### config.mk
export PLATFORM = sky130hd
export DESIGN_NAME = xio_strobe_seq
export DESIGN_NICKNAME = d
export VERILOG_FILES = /design/src/rtl/xio_pkg.sv /design/src/rtl/xio_cfg_decode.sv /design/src/rtl/xio_phase_next.sv /design/src/rtl/xio_phase_cnt.sv /design/src/rtl/xio_strobe_seq.sv
export SDC_FILE = /design/constraint.sdc
export NUM_CORES = 1
export LEC_CHECK = 0
export ABC_AREA = 1
export ABC_CLOCK_PERIOD_IN_PS = 3430
export BUFFER_PORTS_ARGS = -buffer_cell sky130_fd_sc_hd__buf_2
export CORE_MARGIN = 3
export CORE_UTILIZATION = 47
export DETAILED_ROUTE_END_ITERATION = 8
export PLACE_DENSITY = 0.81
export SYNTH_ARGS = -nofsm -noshare
export SYNTH_HDL_FRONTEND = slang
export SYNTH_SLANG_ARGS = --single-unit
### constraint.sdc
create_clock -name clk -period 3.43 [get_ports clk]
set_clock_uncertainty 0.1 [all_clocks]
set_input_delay 0.686 -clock clk [delete_from_list [all_inputs] [get_ports clk]]
set_output_delay 0.686 -clock clk [all_outputs]
set_load 0.005 [all_outputs]
### src/rtl/xio_pkg.sv
package xio_pkg;

    localparam int FLD_W     = 3;
    localparam int HALF_W    = 16;
    localparam int OFF_CSOE  = 0;
    localparam int OFF_ADDR  = 3;
    localparam int OFF_HOLD  = 6;
    localparam int OFF_ACC   = 9;

    typedef enum logic [2:0] {
        ST_IDLE,
        ST_ADDR_SETUP,
        ST_CS_SETUP,
        ST_ACCESS,
        ST_HOLD,
        ST_DONE
    } xio_state_e;

    typedef struct packed {
        logic [FLD_W-1:0] addr_len;
        logic [FLD_W-1:0] csoe_len;
        logic [FLD_W-1:0] acc_len;
        logic [FLD_W-1:0] hold_len;
    } xio_tim_t;

endpackage

### src/rtl/xio_cfg_decode.sv
module xio_cfg_decode
    import xio_pkg::*;
#(
    parameter int NBANK = 4,
    parameter int BANK_W = 2
) (
    input  logic [((NBANK+1)/2)*32-1:0] cfg_timing,
    input  logic [BANK_W-1:0]           bank,
    output xio_tim_t                    tim
);

    xio_tim_t per_bank [NBANK];

    generate
        for (genvar b = 0; b < NBANK; b++) begin : g_bank
            localparam int BASE = (b / 2) * 32 + (b % 2) * HALF_W;
            assign per_bank[b].csoe_len = cfg_timing[BASE+OFF_CSOE +: FLD_W];
            assign per_bank[b].addr_len = cfg_timing[BASE+OFF_ADDR +: FLD_W];
            assign per_bank[b].hold_len = cfg_timing[BASE+OFF_HOLD +: FLD_W];
            assign per_bank[b].acc_len  = cfg_timing[BASE+OFF_ACC  +: FLD_W];
        end
    endgenerate

    always_comb begin
        tim = '0;
        for (int k = 0; k < NBANK; k++) begin
            if (bank == BANK_W'(k)) tim = per_bank[k];
        end
    end

endmodule

### src/rtl/xio_phase_next.sv
module xio_phase_next
    import xio_pkg::*;
(
    input  xio_state_e        cur,
    input  xio_tim_t          tim,
    output xio_state_e        nxt,
    output logic [FLD_W-1:0]  ld_val
);

    logic [FLD_W-1:0] lens [4];
    xio_state_e       phs  [4];
    int               start;
    logic             found;

    always_comb begin
        lens[0] = tim.addr_len;  phs[0] = ST_ADDR_SETUP;
        lens[1] = tim.csoe_len;  phs[1] = ST_CS_SETUP;
        lens[2] = tim.acc_len;   phs[2] = ST_ACCESS;
        lens[3] = tim.hold_len;  phs[3] = ST_HOLD;
        unique case (cur)
            ST_IDLE:       start = 0;
            ST_ADDR_SETUP: start = 1;
            ST_CS_SETUP:   start = 2;
            ST_ACCESS:     start = 3;
            default:       start = 4;
        endcase
        nxt    = ST_DONE;
        ld_val = '0;
        found  = 1'b0;
        for (int k = 0; k < 4; k++) begin
            if (k >= start && !found && lens[k] != '0) begin
                nxt    = phs[k];
                ld_val = lens[k] - FLD_W'(1);
                found  = 1'b1;
            end
        end
    end

endmodule

### src/rtl/xio_phase_cnt.sv
module xio_phase_cnt #(
    parameter int CW = 3
) (
    input  logic          clk,
    input  logic          rst_n,
    input  logic          load,
    input  logic [CW-1:0] ld_val,
    input  logic          dec,
    output logic          zero
);

    logic [CW-1:0] cnt;

    always_ff @(posedge clk or negedge rst_n) begin
        if (!rst_n)    cnt <= '0;
        else if (load) cnt <= ld_val;
        else if (dec)  cnt <= cnt - CW'(1);
    end

    assign zero = (cnt == '0);

    AST_NO_UNDERFLOW: assert property (@(posedge clk) disable iff (!rst_n)
        (dec && !load) |-> !zero);

endmodule

### src/rtl/xio_strobe_seq.sv
module xio_strobe_seq
    import xio_pkg::*;
#(
    parameter int NBANK  = 4,
    parameter int BANK_W = 2,
    parameter int AW     = 24,
    parameter int DW     = 16
) (
    input  logic                        clk,
    input  logic                        rst_n,
    input  logic [((NBANK+1)/2)*32-1:0] cfg_timing,
    input  logic                        req_valid,
    input  logic [BANK_W-1:0]           req_bank,
    input  logic [AW-1:0]               req_addr,
    output logic                        req_ready,
    output logic [AW-1:0]               io_addr,
    output logic                        io_cs_n,
    output logic                        io_oe_n,
    input  logic [DW-1:0]               io_rdata,
    output logic                        rsp_valid,
    output logic [DW-1:0]               rsp_data
);

    xio_state_e       state, state_nx, pn_nxt;
    xio_tim_t         sel_tim, tim_q, pn_tim;
    logic [FLD_W-1:0] pn_ld;
    logic             cnt_zero, in_phase, accept, cnt_load, cnt_dec;
    logic [AW-1:0]    addr_q;
    logic [DW-1:0]    data_q;

    xio_cfg_decode #(.NBANK(NBANK), .BANK_W(BANK_W)) u_dec (
        .cfg_timing (cfg_timing),
        .bank       (req_bank),
        .tim        (sel_tim)
    );

    assign pn_tim = (state == ST_IDLE) ? sel_tim : tim_q;

    xio_phase_next u_next (
        .cur    (state),
        .tim    (pn_tim),
        .nxt    (pn_nxt),
        .ld_val (pn_ld)
    );

    assign in_phase = (state == ST_ADDR_SETUP) || (state == ST_CS_SETUP) ||
                      (state == ST_ACCESS)     || (state == ST_HOLD);
    assign accept   = (state == ST_IDLE) && req_valid;
    assign cnt_load = accept || (in_phase && cnt_zero);
    assign cnt_dec  = in_phase && !cnt_zero;

    xio_phase_cnt #(.CW(FLD_W)) u_cnt (
        .clk    (clk),
        .rst_n  (rst_n),
        .load   (cnt_load),
        .ld_val (pn_ld),
        .dec    (cnt_dec),
        .zero   (cnt_zero)
    );

    // state register
    always_ff @(posedge clk or negedge rst_n) begin
        if (!rst_n) state <= ST_IDLE;
        else        state <= state_nx;
    end

    // transitions
    always_comb begin
        state_nx = state;
        unique case (state)
            ST_IDLE:       if (req_valid) state_nx = pn_nxt;
            ST_ADDR_SETUP,
            ST_CS_SETUP,
            ST_ACCESS,
            ST_HOLD:       if (cnt_zero)  state_nx = pn_nxt;
            ST_DONE:       state_nx = ST_IDLE;
            default:       state_nx = ST_IDLE;
        endcase
    end

    // captured request, timing and read data
    always_ff @(posedge clk or negedge rst_n) begin
        if (!rst_n) begin
            addr_q <= '0;
            tim_q  <= '0;
            data_q <= '0;
        end else if (accept) begin
            addr_q <= req_addr;
            tim_q  <= sel_tim;
            data_q <= '0;
        end else if (state == ST_ACCESS && cnt_zero) begin
            data_q <= io_rdata;
        end
    end

    // outputs
    always_comb begin
        req_ready = 1'b0;
        io_cs_n   = 1'b1;
        io_oe_n   = 1'b1;
        rsp_valid = 1'b0;
        unique case (state)
            ST_IDLE:       req_ready = 1'b1;
            ST_ADDR_SETUP: ;
            ST_CS_SETUP:   io_cs_n = 1'b0;
            ST_ACCESS: begin
                io_cs_n = 1'b0;
                io_oe_n = 1'b0;
            end
            ST_HOLD:       io_cs_n = 1'b0;
            ST_DONE:       rsp_valid = 1'b1;
            default:       ;
        endcase
    end

    assign io_addr  = addr_q;
    assign rsp_data = data_q;

    AST_OE_INSIDE_CS: assert property (@(posedge clk) disable iff (!rst_n)
        !io_oe_n |-> !io_cs_n);
    AST_IDLE_QUIET: assert property (@(posedge clk) disable iff (!rst_n)
        req_ready |-> (io_cs_n && io_oe_n && !rsp_valid));
    AST_ADDR_STABLE: assert property (@(posedge clk) disable iff (!rst_n)
        (!req_ready && !$past(req_ready)) |-> $stable(io_addr));
    AST_RSP_PULSE: assert property (@(posedge clk) disable iff (!rst_n)
        rsp_valid |=> (!rsp_valid && req_ready));
    AST_RSP_STROBES_OFF: assert property (@(posedge clk) disable iff (!rst_n)
        rsp_valid |-> (io_cs_n && io_oe_n));
    AST_BUSY_IGNORES: assert property (@(posedge clk) disable iff (!rst_n)
        (!req_ready && !rsp_valid) |=> !req_ready);

endmodule

* Word-level counts from Yosys, hierarchy flattened
Cells that the tools add are included.
** Cells by class
- Multiplexer cells :: 28
- Reduce and logical (&&, ||, !) cells :: 31
- Equality and inequality tests :: 10
- Add/sub/neg operators :: 5
- $lt $le $gt $ge :: 4
** Operators with widths (number)
- 12-bit 2-to-1 mux :: 5
- 3-bit 2-to-1 mux :: 12
- 16-bit 2-to-1 mux :: 2
- 3-bit by 1-bit subtractor with 3-bit output (second input constant) :: 5
- 3-bit case mux with 4 select lines :: 1
- 3-bit nonzero test :: 4
- 1-bit logical AND :: 11
- 1-bit 2-to-1 mux :: 7
- 3-bit by 2-bit == test with 1-bit output (second input constant) :: 2
- 3-bit == test (second input constant) :: 2
- 1-bit by 3-bit greater-or-equal comparator with 1-bit output (first input constant) :: 2
- 2-bit by 3-bit greater-or-equal comparator with 1-bit output (first input constant) :: 2
- 3-bit zero test :: 2
- 3-bit case mux with 2 select lines :: 1
- 2-bit == test (second input constant) :: 2
- 1-bit zero test :: 4
- 1-bit logical OR :: 4
- 2-bit != test (second input constant) :: 2
- 2-bit nonzero test :: 2
- 4-bit OR reduction :: 1
- 3-bit by 1-bit == test with 1-bit output (second input constant) :: 1
- 3-bit OR reduction :: 1
- 2-bit by 1-bit == test with 1-bit output (second input constant) :: 1
- 2-bit zero test :: 1
- 2-bit AND reduction :: 1
** Storage, ports and cells
- Word-level logic and storage cells :: 86
- Bits of input ports :: 109
- Register bits after elaboration :: 58
- Output and inout port bits :: 44

* Longest topological paths before layout
Gate-level depths: netlist of run 1.
- Depth in word-level cells :: 23
- Gate-level depth with buffers :: 19
- Mapped depth without buffers :: 18

* Cells and area by module
From an unflattened synthesis of run 1, not the netlist that was laid out.
** Unflattened totals
- Cell total of the unflattened synthesis :: 460
- Area, all modules :: 3423.3 sq um
** By module, submodules not included
- xio_strobe_seq :: instances 1, cells each 292, area each 2442.3 sq um, seq. area each 1376.3 sq um
- xio_cfg_decode :: instances 1, cells each 72, area each 405.4 sq um, seq. area each 0.0 sq um
- xio_phase_next :: instances 1, cells each 69, area each 385.4 sq um, seq. area each 0.0 sq um
- xio_phase_cnt :: instances 1, cells each 27, area each 190.2 sq um, seq. area each 75.1 sq um

* Least setup slack after synthesis of run 1
OpenSTA, ideal clock, no wires.
- Kind :: input port to flip-flop
- Start point :: in req_bank[0]
- End point :: reg u_cnt.cnt[2]
- Stages on the path :: 18
- Buffers on the path :: 2
- Library setup time :: 123 ps
- Arrival :: 2542 ps
- Path slack :: 665 ps
- Cell sequence :: buf_2 > nor2_2 > buf_4 > a22o_1 > a221oi_1 > nand2_1 > o21ai_1 > ha_1 > ha_1 > inv_1 > nand3_1 > inv_1 > nand4_1 > nand2_2 > inv_1 > nand2_1 > nand2_1 > a21oi_2
** Between the ends
- Longest elaborated chain between the ends :: 22
- Elaborated cells on any way between the ends :: 35
- Those cells by class :: 4 x add/sub; 3 x eq/ne; 13 x mux; 15 x reduce/logical
** RTL lines
- start, declared :: line xio_strobe_seq.sv:13 : input logic [BANK_W-1:0] req_bank,
- 2-bit zero test :: line xio_cfg_decode.sv:27 : if (bank == BANK_W'(k)) tim = per_bank[k];
- 12-bit 2-to-1 mux (3 in a row) :: line xio_cfg_decode.sv:27
- 12-bit 2-to-1 mux (*) :: line xio_cfg_decode.sv:27
- 12-bit 2-to-1 mux (*) :: line xio_strobe_seq.sv:37 : assign pn_tim = (state == ST_IDLE) ? sel_tim : tim_q;
- 3-bit nonzero test :: line xio_phase_next.sv:31 : if (k >= start && !found && lens[k] != '0) begin
- 1-bit logical AND :: line xio_phase_next.sv:31
- 1-bit 2-to-1 mux :: line xio_phase_next.sv:31
- 1-bit zero test :: line xio_phase_next.sv:31
- 1-bit logical AND (2 in a row) :: line xio_phase_next.sv:31
- 1-bit 2-to-1 mux :: line xio_phase_next.sv:31
- 1-bit zero test :: line xio_phase_next.sv:31
- 1-bit logical AND (2 in a row) :: line xio_phase_next.sv:31
- 1-bit 2-to-1 mux :: line xio_phase_next.sv:31
- 1-bit zero test :: line xio_phase_next.sv:31
- 1-bit logical AND (2 in a row) :: line xio_phase_next.sv:31
- 3-bit 2-to-1 mux (*) :: line xio_phase_next.sv:31
- 3-bit 2-to-1 mux (*) :: line xio_phase_cnt.sv:16 : else if (load) cnt <= ld_val;
- end signal, assigned :: line xio_phase_cnt.sv:16
- end signal, assigned :: line xio_phase_cnt.sv:17 : else if (dec) cnt <= cnt - CW'(1);
- end, declared :: line xio_phase_cnt.sv:12 : logic [CW-1:0] cnt;
Mark *: on every way between the ends. The rest lies on a longest branch, timed or not.
A chain may end at the register's enable or synchronous reset.

* Final worst setup path of run 1
- Start point :: in req_bank[0]
- End point :: reg u_cnt.cnt[0]
The elaborated chain is that of the path after synthesis.

==> results of run 1 <==
[worst max path at each step]
stage,cells after the start,end,slack (ns),start
global route,17,u_cnt.cnt[0],0.39,req_bank[0]
CTS,17,u_cnt.cnt[0],0.67,req_bank[0]
finish,17,u_cnt.cnt[0],0.65,req_bank[0]
detailed placement,17,u_cnt.cnt[0],0.32,req_bank[0]
global placement,17,u_cnt.cnt[0],0.43,req_bank[0]
floorplan,18,u_cnt.cnt[2],0.66,req_bank[0]
[worst register-to-register path, cell delays in order, from the launching register on]
cell and delay, ns:
dfrtp_1 0.42, nor2_1 0.14, inv_2 0.10, nor2_8 0.30, or2_2 0.18, nand2_1 0.08
ha_1 0.21, ha_1 0.19, nor2_1 0.21, inv_1 0.19, nand4_4 0.17, nor2_1 0.06
nor2_1 0.09, nand2_1 0.07, a21oi_1 0.13
[synth_stat cells (2+ instances only)]
cell type | number | area share, %
o21ai_1 | 15 | 2.4
buf_2 | 4 | 0.63
ha_1 | 10 | 3.9
inv_1 | 23 | 2.7
dfrtp_1 | 58 | 46
o22ai_1 | 2 | 0.39
nand4_1 | 3 | 0.59
inv_2 | 9 | 1.1
o21ai_0 | 6 | 0.94
nand2_2 | 5 | 0.98
nor2_2 | 4 | 0.78
nor2_8 | 2 | 1.3
o21ai_2 | 2 | 0.55
a21oi_2 | 4 | 1.1
buf_1 | 3 | 0.35
nor2_1 | 18 | 2.1
nand2_1 | 158 | 19
a22o_1 | 2 | 0.55
a21oi_1 | 9 | 1.4
a221oi_1 | 2 | 0.55
nand3_1 | 54 | 8.5
or2_2 | 4 | 0.78
clkbuf_1 | 7 | 0.82
[final cells by class]
class	count	area, um2
fill	593	2342
multi-input combinational	311	1548
sequential	58	1451
timing repair buffer	140	710.7
clock buffer	13	148.9
inverter	33	123.9
tap	77	96.34
clock inverter	2	37.54
[cell families after synthesis]
logic type                 after synthesis  share of synthesized area (%)
AOI/OAI and AO/OA                       45                          8.517
buffers and inverters                   48                          5.926
and+or+nand+nor                        255                          35.75
DFF                                     58                          45.53
muxes                                    1                         0.3532
adders and majority gates               10                          3.925
[flip-flops by register name, indices dropped and copies added (netlist names)]
signal     count
rsp_data      16
tim_q         12
state          3
io_addr       24
u_cnt.cnt      3
[through the flow]
stage | utilization, % | setup WS [ns] | hold WS [ns] | instance area [um2]
5_1_grt | 63.74 | 0.3909 | 0.02336 | 4116
6_report | 63.74 | 0.6451 | 0.04829 | 4116
3_5_place_dp | 60.85 | 0.3185 | 0.3534 | 3930
4_1_cts | 63.74 | 0.6694 | 0.02529 | 4116
2_1_floorplan | - | 0.6649 | 0.2904 | 3188
3_3_place_gp | 60.85 | 0.4320 | 0.3487 | 3930
[metal layers]
layer	wire length [um]	track usage [%]	share of wire, %
met5	0	0	0
met4	99	6.868	1.3
met3	474	6.890	6.0
met2	3843	35.83	49
met1	3420	25.74	44
[power groups by stage]
stage	registers [mW]	clock network (mW)	logic [mW]
detailed placement	1.19	0	1.92
floorplan	1.20	0	1.32
CTS	1.19	0.620	1.93
finish	1.19	0.607	1.90
global placement	1.18	0	1.86
global route	1.23	0.652	2.23
==> impl_metrics.ini, run 1 <==
[outcome]
status = completed

[worst_setup_path]
crit_family = simple AND/OR/NAND/NOR gates
cp.arrival_ns = 2.94
r2r_end = u_cnt.cnt[0]
cp.required_ns = 3.58
cp_max_fo = 9
end_kind = flop
timing_worst_setup_path_type = in -> reg
startpoint_type = primary input
reg2reg_depth = 14
crit_chain = buf_2, inv_1, nor2_2, nand2_1, nand3_1, a21oi_1, nand2_1, o21ai_0, ha_1, ha_1, nor2_1, inv_1, nand4_4, nor2_1, nor2_1, nand2_1, a21oi_1
max_stage_delay_ns = 0.29
cp_slowest_cell = nor2_2
crit_buf_inv = 3
worstReg2RegStart = state[2]
reg2reg_slack_ns = 0.70

[cells_and_area]
final_common_cell = nand2_1
num_antenna_cells = 0
instances_no_fill = 634
layout_common_cells = nand2_1, buf_2, dfrtp_1, nand3_1, inv_1
areaGrowthSynthToFinish_pct = 29.12
drive_gt1_share_pct = 33.39
layout.nets = 672

[sta]
fin_crit_sh_pct = 81.19
setup_viol = 0
rsz0062_at_grt = false
slew_viol_final = 0
hold_viol = 0
tightest_slew_ns = 0.9863
max_freq_mhz = 359.1
final.min_clock_period_ns = 2.785
maxSlewHeadroom_pct = 34.15
setup_tns_ns = 0

[detailed_routing]
routed_wl_mm = 7.839
vias_per_cell = 5.016
ant_nets = 0
via_count = 3180
wl_per_cell_um = 12.36
drtPass1Iterations = 4
drc = 0
drt_iter0_drc = 130

[global_routing]
grt_overflow = 0
grtUsageTotal_pct = 21.21
grt_pass1_wl_mm = 13.10
antenna_found_initial = 0
grt_max_degree = 63
grt_pass1_vias = 3097

[cts]
postCtsHoldBufs = 0
cts_tree = built
cts_root_buffer = clkbuf_8
cts_resized = 0
clk_latency_ns = 0.33
post_cts_buffers = 0
cts_num_sinks = 58
cts_buffers = 9
clk_path_buf_depth = 2
htree_levels = 3
clk_pin_slew_ns = 0.07

[power]
power.total_mw = 3.698
power.internal_mw = 2.128
p_per_area_nw_per_um2 = 898.3
p_switching_mw = 1.570
clockPowerShare_pct = 16.4
ir_worst_vdd_mv = 0.4915
combPwrFrac_pct = 51.5
cellLeakagePower_nw = 2.368
p_seq_share_pct = 32.1
swShare_pct = 42.45

[floorplanning]
num_rows = 29
core_area_um2 = 6459
ios = 153
fp.dieH_um = 88.36
start_util_pct = 49.36
die_w_um = 88.36
dieArea_um2 = 7807

[synthesis]
seq_area_frac_synth_pct = 45.53
synth_fp_nets = 536
synthFlopType = dfrtp_1
synth-edff-count = 0
async_flop_share_pct = 100.0
synthesis.area_um2 = 3188
synth.avg_cell_area_um2 = 7.645
yosys_warnings = 0
ys_types = 36
syn_inst = 417
synth_seq_cells = 58

[place]
port_buffers = 136
place.detailed.hpwl_mm = 5.841
dpl.cell_count = 619
gp_congestion = 0.7754

[min_path]
min_path_type = in -> async

[flow_run]
maxCapViolations = 0
Note: power is estimated with default switching activity, not from simulation.
==> inputs of run 2 (changes only) <==
--- a/config.mk
+++ b/config.mk
@@ -6,7 +6,7 @@
 export NUM_CORES = 1
 export LEC_CHECK = 0
 export ABC_AREA = 1
-export ABC_CLOCK_PERIOD_IN_PS = 3430
+export ABC_CLOCK_PERIOD_IN_PS = 2700
 export BUFFER_PORTS_ARGS = -buffer_cell sky130_fd_sc_hd__buf_2
 export CORE_MARGIN = 3
 export CORE_UTILIZATION = 47
==> constraint.sdc (replaced) <==
create_clock -name clk -period 2.7 [get_ports clk]
set_clock_uncertainty 0.1 [all_clocks]
set_input_delay 0.54 -clock clk [delete_from_list [all_inputs] [get_ports clk]]
set_output_delay 0.54 -clock clk [all_outputs]
set_load 0.005 [all_outputs]
==> impl_metrics.ini, run 2 (same netlist as run 1, synthesis figures left out) <==
[outcome]
status = completed

[sta]
slew_viol_final = 0
setup_tns_ns = 0
setup_viol = 0
fin_crit_sh_pct = 91.68
final.min_clock_period_ns = 2.475
max_freq_mhz = 404.0
tightest_slew_ns = 0.9890
whs_ns = 0.2275
hold_viol = 0
maxSlewHeadroom_pct = 34.07
rsz0062_at_grt = false
setup_ws_ns = 0.2247

[cells_and_area]
drive_gt1_share_pct = 36.00
stdcell_area_um2 = 4267
final_common_cell = nand2_1
largest_reg_flops = 24
utilization_pct = 66.06
layout.nets = 689
layout_common_cells = nand2_1, buf_2, dfrtp_1, nand3_1, inv_1
num_antenna_cells = 0
areaGrowthSynthToFinish_pct = 33.83

[worst_setup_path]
path_common_cell = nor2_1
reg2reg_slack_ns = 0.22
cp_slowest_cell = dfrtp_1
cp.arrival_ns = 2.63
startpoint = state[2]
reg2reg_depth = 14
r2r_end = u_cnt.cnt[0]
cp.required_ns = 2.85
max_stage_delay_ns = 0.43
worstReg2RegStart = state[2]
timing_worst_setup_path_type = reg -> reg
startpoint_type = flop
crit_chain = nor2_1, inv_2, nor2_8, or2_2, nand2_1, ha_1, ha_1, nor2_1, inv_1, nand4_4, nor2_1, nor2_1, nand2_1, a21oi_1
end_kind = flop
cp_max_fo = 12
cp-endpoint = u_cnt.cnt[0]

[detailed_routing]
drc = 0
ant_nets = 0
routed_wl_mm = 8.201
via_count = 3289
drt_iter0_drc = 155
vias_per_cell = 5.044
drtPass1Iterations = 4
wl_per_cell_um = 12.58

[place]
place_area_um2 = 4043
place.detailed.hpwl_mm = 6.216
gp_congestion = 0.8087
dp_slack_ns = -0.1293
port_buffers = 136

[floorplanning]
fp.dieH_um = 88.36
ios = 153
num_rows = 29
core_area_um2 = 6459
die_w_um = 88.36
start_util_pct = 49.36
dieArea_um2 = 7807

[power]
p_seq_share_pct = 30.9
swShare_pct = 42.04
power.internal_mw = 2.832
combPwrFrac_pct = 52.4
clockPowerShare_pct = 16.6
p_per_area_nw_per_um2 = 1145
ir_worst_vdd_mv = 0.5132
cellLeakagePower_nw = 2.468
p_switching_mw = 2.054

[flow_run]
maxCapViolations = 0

[cts]
clk_latency_ns = 0.33
cts_tree = built
cts_buffers = 9
clk_path_buf_depth = 2
cts_root_buffer = clkbuf_8
clk_pin_slew_ns = 0.07
postCtsHoldBufs = 0
htree_levels = 3
cts_num_sinks = 58

[min_path]
min_path_type = in -> async

[global_routing]
grt_pass1_vias = 3296
antenna_found_initial = 0
grtUsageTotal_pct = 21.87
grt_max_degree = 63
grt_overflow = 0
grt_pass1_wl_mm = 13.61
## run 2: cell count changes in the layout (fill, tap and decap cells not counted), sizes merged
cell,delta
buf,+17
clkinv,+3
clkbuf,-2
## run 2: timing repair
action	4_1_cts	5_1_grt
gates resized for setup	0	1
buffers inserted	0	2
endpoints found under the setup margin	0	2
## run 2: how the worst min path moves through the flow
stage / start / end / slack [ns] / cells after the start
after floorplan: rst_n / io_addr[0] / 0.14 / 0
after global placement: io_addr[8] / io_addr[8] / 0.35 / 2
after detailed placement: io_addr[19] / io_addr[19] / 0.35 / 2
after CTS: rst_n / io_addr[13] / 0.24 / 1
after global routing: rst_n / io_addr[13] / 0.29 / 1
final: rst_n / io_addr[13] / 0.23 / 1
## run 2: routing by layer
metal  up-vias  routed length, um  global-route usage [%]
met2        91               4151                   37.25
met5         -                  0                       0
met4         0                 76                   6.593
met3         9                493                   6.518
met1      1525               3480                   26.85
li1       1664                  -                       -
## run 2: worst max-delay path: cells and delay by family, from the launching register on
kind            cells  cell delay [ns]
buf+inv             2             0.26
fa+ha+maj           2             0.40
flops               1             0.43
simple gates        9             1.07
compound gates      1             0.12
## run 2: cell type report
class / instances / area, um2
clock buffers: 11 / 151.4
clock inverters: 5 / 52.55
fillers: 551 / 2192
inverters: 33 / 123.9
multi-input cells: 311 / 1553
flip-flops and latches: 58 / 1451
well taps: 77 / 96.34
repair buffers: 157 / 838.3
## run 2: per-stage QoR
stage | std cells | total power, mW
CTS | 650 | 4.900
floorplan | 417 | 3.204
finish | 652 | 4.886
detailed placement | 634 | 4.068
global placement | 634 | 3.959
global route | 652 | 5.413
## run 2: power by group through the flow
| stage | Combinational, mW | Sequential, mW | Clock [mW] |
|---|---|---|---|
| finish | 2.56 | 1.51 | 0.812 |
| global route | 2.98 | 1.56 | 0.869 |
| CTS | 2.55 | 1.51 | 0.832 |
| detailed placement | 2.55 | 1.52 | 0 |
| global placement | 2.46 | 1.50 | 0 |
| floorplan | 1.68 | 1.53 | 0 |
==> inputs of run 3 (changes only) <==
--- a/config.mk
+++ b/config.mk
@@ -8,7 +8,6 @@
 export ABC_AREA = 1
 export ABC_CLOCK_PERIOD_IN_PS = 2700
 export BUFFER_PORTS_ARGS = -buffer_cell sky130_fd_sc_hd__buf_2
-export CORE_MARGIN = 3
 export CORE_UTILIZATION = 47
 export DETAILED_ROUTE_END_ITERATION = 8
 export PLACE_DENSITY = 0.81
==> impl_metrics.ini, run 3 (same netlist as run 1, synthesis figures left out) <==
[sta]
tightest_slew_ns = 0.9942
hold_viol = 0
whs_ns = 0.1418
setup_viol = 0
final.min_clock_period_ns = 2.477
slew_viol_final = 0
setup_ws_ns = 0.2227
max_freq_mhz = 403.7
rsz0062_at_grt = false
maxSlewHeadroom_pct = 33.72
fin_crit_sh_pct = 91.75

[cells_and_area]
layout_common_cells = nand2_1, buf_2, dfrtp_1, nand3_1, inv_1
layout.nets = 691
utilization_pct = 67.01
largest_reg_flops = 24
n_fill_cell = 550
instances_no_fill = 654
areaGrowthSynthToFinish_pct = 35.75
drive_gt1_share_pct = 36.22
final_common_cell = nand2_1
num_antenna_cells = 0

[worst_setup_path]
startpoint_type = primary input
max_stage_delay_ns = 0.35
cp_max_fo = 7
crit_buf_inv = 3
cp_slowest_cell = a221oi_1
crit_chain = buf_2, inv_1, nor2_2, a22o_1, a221oi_1, nand2_1, o21ai_1, ha_1, ha_1, inv_1, nand3_1, nand4_4, nor2_1, nor2_1, nand2_1, a21oi_2
timing_worst_setup_path_type = in -> reg
cp.arrival_ns = 2.59
end_kind = flop
crit_family = simple AND/OR/NAND/NOR gates
cp.required_ns = 2.82

[global_routing]
grt_overflow = 0
grt_max_degree = 63
grt_pass1_vias = 3322
grtUsageTotal_pct = 24.71
antenna_found_initial = 0
grt_pass1_wl_mm = 14.12

[floorplanning]
ios = 153
core_area_um2 = 6459
fp.dieH_um = 84.36
dieArea_um2 = 7117
start_util_pct = 49.36
num_rows = 29
die_w_um = 84.36

[power]
combPwrFrac_pct = 51.5
cellLeakagePower_nw = 2.496
swShare_pct = 41.34
ir_worst_vdd_mv = 0.7401
power.internal_mw = 2.976
clockPowerShare_pct = 18.7
p_per_area_nw_per_um2 = 1172
p_seq_share_pct = 29.9
p_switching_mw = 2.098

[place]
gp_congestion = 0.8280
dp_slack_ns = -0.1153
dpl.cell_count = 637
place.detailed.hpwl_mm = 5.972
port_buffers = 136

[cts]
cts_buffers = 9
clk_path_buf_depth = 2
clk_pin_slew_ns = 0.07
clk_latency_ns = 0.33
cts_num_sinks = 58
cts_tree = built
cts_root_buffer = clkbuf_8
htree_levels = 3

[detailed_routing]
ant_nets = 0
drt_iter0_drc = 154
via_count = 3295
wl_per_cell_um = 12.34
drtPass1Iterations = 7
routed_wl_mm = 8.071
drc = 6
vias_per_cell = 5.038

[flow_run]
maxCapViolations = 0

[outcome]
status = finished, violations left
violations = DRC

[min_path]
min_path_type = in -> async
## run 3: what timing repair did
action,4_1_cts,5_1_grt
buffers inserted,0,1
setup endpoints to repair,0,3
hold buffers,0,0
resized for setup,0,1
## run 3: metrics by stage
stage	TNS [ns]	area (um2)	power [mW]
after floorplan	0	3188	3.204
after global placement	-0.02788	4078	3.987
after CTS	0	4315	5.101
final	0	4328	5.074
after detailed placement	-0.3746	4078	4.112
after global routing	0	4328	5.567
## run 3: metal layers
layer  GRT usage (%)  vias up  share of wire (%)
met5               0        -                  0
met4           9.707        0                1.5
met3           6.588       15                5.4
met2           44.11       95                 50
met1           28.32     1528                 43
li1                -     1657                  -
## run 3: power by group through the flow
stage	sequential, mW	combinational (mW)	clock [mW]
after CTS	1.51	2.63	0.961
after global placement	1.50	2.49	0
final	1.52	2.61	0.947
after detailed placement	1.52	2.59	0
after floorplan	1.53	1.68	0
after global routing	1.57	2.99	1.01
## run 3: area by class of cell
class,count,area (um2),area share [%]
Timing Repair Buffer,159,865.8,20.01
Sequential cell,58,1451,33.54
Clock inverter,4,72.57,1.677
Inverter,33,123.9,2.862
Clock buffer,12,165.2,3.816
Multi-Input combinational cell,311,1553,35.88
Tap cell,77,96.34,2.226
## run 3: path summary, 6_finish.rpt
kind,from,to,slack [ns],cells after the start
min in group clk,req_addr[16],io_addr[16],0.30,3
worst min-delay path,rst_n,io_addr[14],0.14,1
worst min register to register,io_addr[1],io_addr[1],0.37,2
worst max-delay path,req_bank[0],u_cnt.cnt[2],0.22,16
worst max register to register,state[2],u_cnt.cnt[1],0.23,14
max in group asynchronous,rst_n,io_addr[7],1.76,2
